--- src/rtl/trig_pkg.sv ---
package trig_pkg;
    // Number of sample channels and width of a configuration word.
    localparam int unsigned CH_N   = 16;
    localparam int unsigned WORD_W = 32;
endpackage

--- src/rtl/trig_cfg_decode.sv ---
// Turns the four configuration words into per-channel level and edge masks
// and flags an edge request on more than one channel.
// Assumes the configuration is held static while a capture is armed.
module trig_cfg_decode #(
    parameter int unsigned NCH  = 16,
    parameter int unsigned WW   = 32
) (
    input  logic [WW-1:0]  inuse_i,
    input  logic [WW-1:0]  en_i,
    input  logic [WW-1:0]  lvl_i,
    input  logic [WW-1:0]  pol_i,
    output logic [NCH-1:0] part_o,
    output logic [NCH-1:0] lvl_o,
    output logic [NCH-1:0] pol_o,
    output logic           bad_o
);
    localparam int unsigned CW = $clog2(NCH + 1);

    logic [CW-1:0] edge_cnt;

    // Participation and mode masks from the low channel bits only.
    always_comb begin
        part_o = inuse_i[NCH-1:0] & en_i[NCH-1:0];
        lvl_o  = lvl_i[NCH-1:0];
        pol_o  = pol_i[NCH-1:0];
    end

    // Count the participating channels in edge mode.
    always_comb begin
        edge_cnt = '0;
        for (int i = 0; i < NCH; i++)
            edge_cnt = edge_cnt + CW'(part_o[i] & ~lvl_o[i]);
        bad_o = (edge_cnt > CW'(1));
    end
endmodule

--- src/rtl/trig_edge_track.sv ---
// Remembers the last valid sample so edges can be judged between
// consecutive valid samples. Arming clears the history.
module trig_edge_track #(
    parameter int unsigned NCH = 16
) (
    input  logic           clk,
    input  logic           rst_n,
    input  logic           clr_i,
    input  logic           valid_i,
    input  logic [NCH-1:0] smp_i,
    output logic [NCH-1:0] prev_o,
    output logic           prev_ok_o
);
    // Capture history on every valid sample not masked by a clear.
    always_ff @(posedge clk) begin
        if (!rst_n) begin
            prev_o    <= '0;
            prev_ok_o <= 1'b0;
        end else if (clr_i) begin
            prev_ok_o <= 1'b0;
        end else if (valid_i) begin
            prev_o    <= smp_i;
            prev_ok_o <= 1'b1;
        end
    end

    // history is gone the cycle after a clear.
    a_r8_clear_history: assert property (@(posedge clk) disable iff (!rst_n)
        clr_i |=> !prev_ok_o);
    // history only changes on a valid sample.
    a_r7_hold_when_idle: assert property (@(posedge clk) disable iff (!rst_n)
        (!valid_i && !clr_i) |=> $stable(prev_o));
endmodule

--- src/rtl/trig_chan_eval.sv ---
// Evaluates every channel against its mode and ANDs the results.
// A non-participating channel always agrees.
module trig_chan_eval #(
    parameter int unsigned NCH = 16
) (
    input  logic [NCH-1:0] part_i,
    input  logic [NCH-1:0] lvl_i,
    input  logic [NCH-1:0] pol_i,
    input  logic [NCH-1:0] cur_i,
    input  logic [NCH-1:0] prev_i,
    input  logic           prev_ok_i,
    output logic           all_o
);
    logic [NCH-1:0] ok;

    for (genvar g = 0; g < NCH; g++) begin : g_ch
        logic lvl_hit, edge_hit;
        // Per-channel level and edge comparison.
        always_comb begin
            lvl_hit  = (cur_i[g] == pol_i[g]);
            edge_hit = prev_ok_i & (pol_i[g] ? (prev_i[g] & ~cur_i[g])
                                             : (~prev_i[g] & cur_i[g]));
            ok[g]    = ~part_i[g] | (lvl_i[g] ? lvl_hit : edge_hit);
        end
    end

    // Combine all channel verdicts.
    always_comb all_o = &ok;
endmodule

--- src/rtl/trig_match.sv ---
// Single-stage level and single-edge trigger matcher for a 16-channel
// sample stream. Fires one pulse per arming. Assumes configuration words
// are stable while armed; only the low channel bits are decoded.
module trig_match
    import trig_pkg::*;
(
    input  logic              clk,
    input  logic              rst_n,
    input  logic [WORD_W-1:0] cfg_inuse_i,
    input  logic [WORD_W-1:0] cfg_en_i,
    input  logic [WORD_W-1:0] cfg_lvl_i,
    input  logic [WORD_W-1:0] cfg_pol_i,
    input  logic              arm_i,
    input  logic [CH_N-1:0]   smp_i,
    input  logic              smp_valid_i,
    output logic              trig_o,
    output logic              cfg_err_o
);
    logic [CH_N-1:0] part, lvl, pol, prev;
    logic            bad, prev_ok, all_ok, armed, fire;

    trig_cfg_decode #(.NCH(CH_N), .WW(WORD_W)) u_dec (
        .inuse_i(cfg_inuse_i), .en_i(cfg_en_i), .lvl_i(cfg_lvl_i),
        .pol_i(cfg_pol_i), .part_o(part), .lvl_o(lvl), .pol_o(pol),
        .bad_o(bad)
    );

    trig_edge_track #(.NCH(CH_N)) u_hist (
        .clk(clk), .rst_n(rst_n), .clr_i(arm_i), .valid_i(smp_valid_i),
        .smp_i(smp_i), .prev_o(prev), .prev_ok_o(prev_ok)
    );

    trig_chan_eval #(.NCH(CH_N)) u_eval (
        .part_i(part), .lvl_i(lvl), .pol_i(pol), .cur_i(smp_i),
        .prev_i(prev), .prev_ok_i(prev_ok), .all_o(all_ok)
    );

    // Qualifying sample: armed, strobed, not masked by arm, valid config.
    always_comb fire = armed & smp_valid_i & ~arm_i & all_ok & ~bad;

    // Arming state, pulse and error registers.
    always_ff @(posedge clk) begin
        if (!rst_n) begin
            armed     <= 1'b1;
            trig_o    <= 1'b0;
            cfg_err_o <= 1'b0;
        end else begin
            trig_o    <= fire;
            cfg_err_o <= bad;
            if (arm_i)     armed <= 1'b1;
            else if (fire) armed <= 1'b0;
        end
    end

    // pulse lasts one cycle.
    a_r7_one_cycle: assert property (@(posedge clk) disable iff (!rst_n)
        trig_o |=> !trig_o);
    // a pulse follows a strobed sample.
    a_r7_after_valid: assert property (@(posedge clk) disable iff (!rst_n)
        trig_o |-> $past(smp_valid_i));
    // a rejected configuration never coincides with a pulse.
    a_r6_err_blocks: assert property (@(posedge clk) disable iff (!rst_n)
        cfg_err_o |-> !trig_o);
    // a sample in the arming cycle is not evaluated.
    a_r8_arm_masks: assert property (@(posedge clk) disable iff (!rst_n)
        arm_i |=> !trig_o);
    // block disarms after firing unless re-armed.
    a_r7_disarm: assert property (@(posedge clk) disable iff (!rst_n)
        (trig_o && !$past(arm_i) && !arm_i) |-> !fire);
endmodule

--- config.mk ---
export PLATFORM = sky130hd
export DESIGN_NAME = trig_match
export DESIGN_NICKNAME = d
export VERILOG_FILES = /design/src/rtl/trig_pkg.sv /design/src/rtl/trig_cfg_decode.sv /design/src/rtl/trig_edge_track.sv /design/src/rtl/trig_chan_eval.sv /design/src/rtl/trig_match.sv
export SDC_FILE = /design/constraint.sdc
export NUM_CORES = 1
export LEC_CHECK = 0
export BUFFER_PORTS_ARGS = -buffer_cell sky130_fd_sc_hd__buf_2
export CAP_MARGIN = 15
export CORE_MARGIN = 1.5
export CORE_UTILIZATION = 45
export CTS_BUF_LIST = sky130_fd_sc_hd__clkbuf_4
export DETAILED_ROUTE_END_ITERATION = 10
export GPL_TIMING_DRIVEN = 0
export HOLD_SLACK_MARGIN = 0.08
export PLACE_DENSITY_LB_ADDON = 0.12
export REMOVE_ABC_BUFFERS = 1
export SLEW_MARGIN = 10
export SYNTH_ARGS = -nofsm -noshare
export SYNTH_HDL_FRONTEND = slang
export SYNTH_SLANG_ARGS = --single-unit
--- constraint.sdc ---
create_clock -name clk -period 13.9 [get_ports clk]
set_clock_uncertainty 0.15 [all_clocks]
set_input_delay 3.475 -clock clk [delete_from_list [all_inputs] [get_ports clk]]
set_output_delay 3.475 -clock clk [all_outputs]
set_load 0.03 [all_outputs]
======== Word-level counts from Yosys, hierarchy flattened ========
Index checks and enable logic that the tools add are counted.
cells by class
  add/subtract/negate cells ............... 15
  $mul .................................... 0
  div/mod/pow operators ................... 0
  magnitude comparators ................... 1
  eq/ne operators ......................... 16
  shift operators ......................... 0
  mux-type cells .......................... 32
  bitwise logic cells ..................... 152
  reduce and logical (&&, ||, !) cells .... 3
operators with widths
  cell                                                                   number
  1-bit by 5-bit AND with 5-bit output                                   16
  1-bit inverter with 5-bit output                                       16
  5-bit adder                                                            15
  1-bit AND                                                              52
  1-bit inverter                                                         51
  1-bit 2-to-1 mux                                                       32
  16-bit AND                                                             1
  1-bit equality test                                                    16
  1-bit bitwise OR                                                       16
  16-bit AND reduction                                                   1
  5-bit by 1-bit > comparator with 1-bit output (second input constant)  1
  2-bit AND reduction                                                    1
  2-bit OR reduction                                                     1
word-level totals
  register bits ........................... 20
  latch bits .............................. 0
  bits in writable memories ............... 0
  memory bits (read-only) ................. 0
  memories ................................ 0

======== Depth between registers and ports, before layout ========
  word-level depth ........................ 20
  mapped depth ............................ 17
  depth with buffers taken out ............ 17

======== Hierarchy ========
From an unflattened synthesis, not the netlist that was laid out.
unflattened totals
  cells, all modules ...................... 277
  area, all modules ....................... 2294.7 um^2
modules (own cells, without submodules)
  module           instances  cells each  area each (um^2)  seq. area each (um^2)
  trig_cfg_decode  1          97          782.0             0.0
  trig_chan_eval   1          97          716.9             0.0
  trig_edge_track  1          74          696.9             340.3
  trig_match       1          9           98.8              60.1

======== Worst setup path before layout ========
No wires, ideal clock.
  kind .................................... in2reg
  start point ............................. input port cfg_inuse_i[5]
  end point ............................... register armed
  setup time .............................. 0.114 ns
  arrival time ............................ 7.515 ns
  data required time ...................... 13.636 ns
  path slack .............................. 6.121 ns
  cell stages on the path ................. 15
  buffers on the path ..................... 0
  cells stage by stage .................... nand2_1 -> or2_2 -> fa_1 -> fa_1 -> fa_1 -> fa_1 -> inv_1 -> ha_1 -> inv_1 -> fa_1 -> a2111oi_0 -> o21ai_0 -> nor4_2 -> nand4_1 -> a21o_1
between the ends
  cells in the longest elaborated chain, start to end .. 16
  elaborated cells on any way between the ends .. 20
RTL lines
  element                                        line                   source
  from (decl)                                    trig_match.sv:9        input logic [WORD_W-1:0] cfg_inuse_i,
  16-bit AND *                                   trig_cfg_decode.sv:23  part_o = inuse_i[NCH-1:0] & en_i[NCH-1:0];
  1-bit by 5-bit AND with 5-bit output           trig_cfg_decode.sv:32  edge_cnt = edge_cnt + CW'(part_o[i] & ~lvl_o[i]);
  5-bit adder (11 in a row)                      trig_cfg_decode.sv:32
  5-bit by 1-bit > comparator with 1-bit output  trig_cfg_decode.sv:33  bad_o = (edge_cnt > CW'(1));
  1-bit inverter                                 trig_match.sv:39       always_comb fire = armed & smp_valid_i & ~arm_i & all_ok & ~bad;
  1-bit AND *                                    trig_match.sv:39
  to (signal assigned)                           trig_match.sv:44       armed <= 1'b1;
  to (signal assigned)                           trig_match.sv:50       if (arm_i) armed <= 1'b1;
  to (signal assigned)                           trig_match.sv:51       else if (fire) armed <= 1'b0;
  to (decl)                                      trig_match.sv:20       logic bad, prev_ok, all_ok, armed, fire;
Every way passes the cells marked *; elsewhere a longest branch is shown, timed or not.
A chain may end at the register's enable or synchronous reset.

======== Final worst setup path ========
  start point ............................. input port cfg_lvl_i[5]
  end point ............................... register armed
between the ends
  cells in the longest elaborated chain, start to end .. 16
  elaborated cells on any way between the ends .. 20
RTL lines
  element                                        line                   source
  from (decl)                                    trig_match.sv:11       input logic [WORD_W-1:0] cfg_lvl_i,
  1-bit inverter with 5-bit output               trig_cfg_decode.sv:32
  1-bit by 5-bit AND with 5-bit output           trig_cfg_decode.sv:32
  5-bit adder (11 in a row)                      trig_cfg_decode.sv:32
  5-bit by 1-bit > comparator with 1-bit output  trig_cfg_decode.sv:33
  1-bit inverter                                 trig_match.sv:39
  1-bit AND *                                    trig_match.sv:39
Marked as above.

==> impl_metrics.py <==
metrics = {
    "outcome": {
        "outcome": "finished, final reports clean",
    },
    "logic_synthesis": {
        "avgSynthCellArea_um2": 7.227,
        "async_reset_ff_share_pct": 0,
        "ys_seq_area_share_pct": 20.67,
        "yosys_warnings": 0,
        "synth.distinct_cells": 35,
        "syn-cell-area_mm2": 0.001937,
        "synth.ff_latch_count": 20,
        "synthCells": 268,
        "synth_ff_type": "dfxtp_1",
        "synth_enable_flop_cells": 0,
    },
    "global_routing": {
        "grt_max_degree": 30,
        "grt-ovfl-total": 0,
        "grt.total_usage_pct": 20.41,
        "grt_pass1_vias": 1789,
        "grt_pass1_wl_mm": 7.383,
        "antenna_found_initial": 0,
    },
    "sta": {
        "rsz0062_at_grt": "false",
        "final_hold_viol_count": 0,
        "tightest_slew_ns": 0.8552,
        "max_freq_mhz": 126.9,
        "slew_viol_final": 0,
        "setup_viol": 0,
        "period_minus_slack_ns": 7.880,
        "fin_tns_setup_ns": 0,
        "relSlewSlack_pct": 42.91,
        "whs_ns": 0.3216,
        "min_period_over_period_pct": 56.69,
        "worst_slack_ns": 6.020,
    },
    "die": {
        "fp.coreArea_mm2": 0.004058,
        "row_count": 23,
        "io_pins": 150,
        "die_w_um": 68.61,
        "dieArea_mm2": 0.004707,
        "die_h_um": 68.61,
        "start_util_pct": 47.73,
    },
    "worst_setup_path": {
        "regToRegSetupSlack_ns": 11.30,
        "path_max_fanout": 5,
        "cp_data_required_time_ns": 13.96,
        "reg2reg_to": "armed",
        "rr_worst_depth": 6,
        "crit_arrival_ns": 7.94,
        "worstSetupEndpointType": "flop",
        "start_kind": "input port",
        "critPathKind": "in -> reg",
        "rr_startpoint": "u_hist.prev_ok_o",
    },
    "routing": {
        "wirelength_mm": 4.664,
        "drc": 0,
        "route.detailed.wl_per_inst_um": 11.69,
        "viasPerCell": 5.178,
        "via_count": 2066,
        "drtIter0Drc": 56,
        "ant_nets": 0,
        "dr.pass1.iters": 4,
    },
    "layout": {
        "finalNonFillerCells": 399,
        "layout_commonest_cell": "buf_2",
        "fillers": 398,
        "num_antenna_cells": 0,
        "drive_gt1_share_pct": 27.51,
        "nets": 514,
        "area_delta_synth_final_pct": 24.87,
        "final_cell_mix": "buf_2 (85), nand2_1 (62), inv_1 (32), a21oi_1 (29), dfxtp_1 (20)",
    },
    "hold_path": {
        "holdPathStages": 2,
        "min_from": "u_hist.prev_o[5]",
        "hold_class": "reg -> reg",
        "min_to": "u_hist.prev_o[5]",
    },
    "clocking": {
        "clk_pin_slew_ns": 0.11,
        "htreeDepth": 1,
        "cts_tree": "yes",
        "clock_latency_ns": 0.30,
        "clockBufferDepth": 2,
        "cts_root_buf": "clkbuf_4",
        "cts_made_buffers": 3,
        "cts_setup_buffers": 0,
        "cts_hold_buf": 0,
        "cts.sinks": 20,
        "cts-resized-gates": 0,
    },
    "placed_design": {
        "hpwl_mm": 3.812,
        "place.gp.congestion": 0.8265,
        "placed_cells": 396,
        "numPortBuffers": 85,
        "place_ws_ns": 5.739,
    },
    "pwr": {
        "report.power.total_w": 0.0001516,
        "leakagePower_nw": 1.169,
        "peakVddDrop_mv": 0.03793,
        "p_per_area_mw_per_mm2": 62.70,
    },
    "flow_run": {
        "max-cap-violations": 0,
    },
}
-- cells in the mapped netlist (3+ instances only) --
cell type / n / area, um2
clkbuf_1: 5 / 18.77
a21oi_1: 29 / 145.1
a21boi_0: 4 / 30.03
fa_1: 10 / 200.2
nand2b_1: 11 / 68.82
a32oi_1: 4 / 35.03
and4b_1: 6 / 60.06
ha_1: 5 / 62.56
inv_1: 32 / 120.1
dfxtp_1: 20 / 400.4
o221ai_1: 4 / 35.03
or4b_1: 10 / 100.1
a211o_1: 6 / 52.55
nor4b_1: 3 / 26.28
nand2_1: 62 / 232.7
nand3_1: 8 / 40.04
o311ai_0: 4 / 35.03
nand4b_1: 6 / 52.55
nor2_1: 14 / 52.55
or2_2: 5 / 31.28
-- where the power goes --
part	internal (W)	switching, W
clock	0.0000101	0.0000172
combinational	0.0000279	0.0000329
sequential	0.0000608	0.00000272
-- worst max path at each step --
stage | start | end | slack, ns | cells past startpoint
floorplan | cfg_inuse_i[5] | armed | 6.12 | 15
global placement | cfg_lvl_i[5] | armed | 5.76 | 15
detailed placement | cfg_lvl_i[5] | armed | 5.74 | 15
CTS | cfg_lvl_i[5] | armed | 6.06 | 15
global route | cfg_lvl_i[5] | armed | 5.66 | 15
finish | cfg_lvl_i[5] | armed | 6.02 | 15
-- cell type report --
type	instances	area, um2	share of cell area [%]
Sequential cell	20	400.4	16.55
Tap cell	50	62.56	2.587
Multi-Input combinational cell	207	1376	56.91
Inverter	33	123.9	5.122
Clock buffer	3	22.52	0.9312
Timing Repair Buffer	86	432.9	17.90
-- metal layers --
layer  track usage (%)  up-vias  routed length (um)  part of all wire (%)
met2             35.34       61                2103                    45
li1                  -     1105                   -                     -
met1             26.95      894                2228                    48
met4             4.750        0                  50                   1.1
met5                 0        -                   0                     0
met3             2.597        6                 281                   6.0
-- registers in the layout, summed over array words and instances (netlist names) --
| register | count |
|---|---|
| cfg_err_o | 1 |
| u_hist.prev_o | 16 |
| armed | 1 |
| trig_o | 1 |
| u_hist.prev_ok_o | 1 |
-- stage by stage --
step | utilization (%) | cell area [um2]
after floorplan | - | 1901
after global placement | 58.87 | 2389
after detailed placement | 59.05 | 2396
after CTS | 59.61 | 2419
after global routing | 59.61 | 2419
final | 59.61 | 2419
-- cells by family after synthesis --
logic type               Yosys count  synth area share [%]
AND/OR/NAND/NOR                  132                 36.82
AO/OA/AOI/OAI                     60                 20.67
buffers and inverters             41                 8.269
flip-flops                        20                 20.67
adder cells (fa/ha/maj)           15                 13.57
-- worst max-delay path, cell delays in order --
cell       delay, ns
buf_2           0.13
or2_2           0.32
fa_1            0.56
fa_1            0.44
fa_1            0.52
fa_1            0.47
inv_1           0.06
ha_1            0.16
inv_1           0.05
fa_1            0.37
a2111oi_0       0.50
o21ai_0         0.20
nor4_2          0.31
nand4_1         0.15
a21o_1          0.21
No activity file was read; power rests on OpenSTA's default activity.
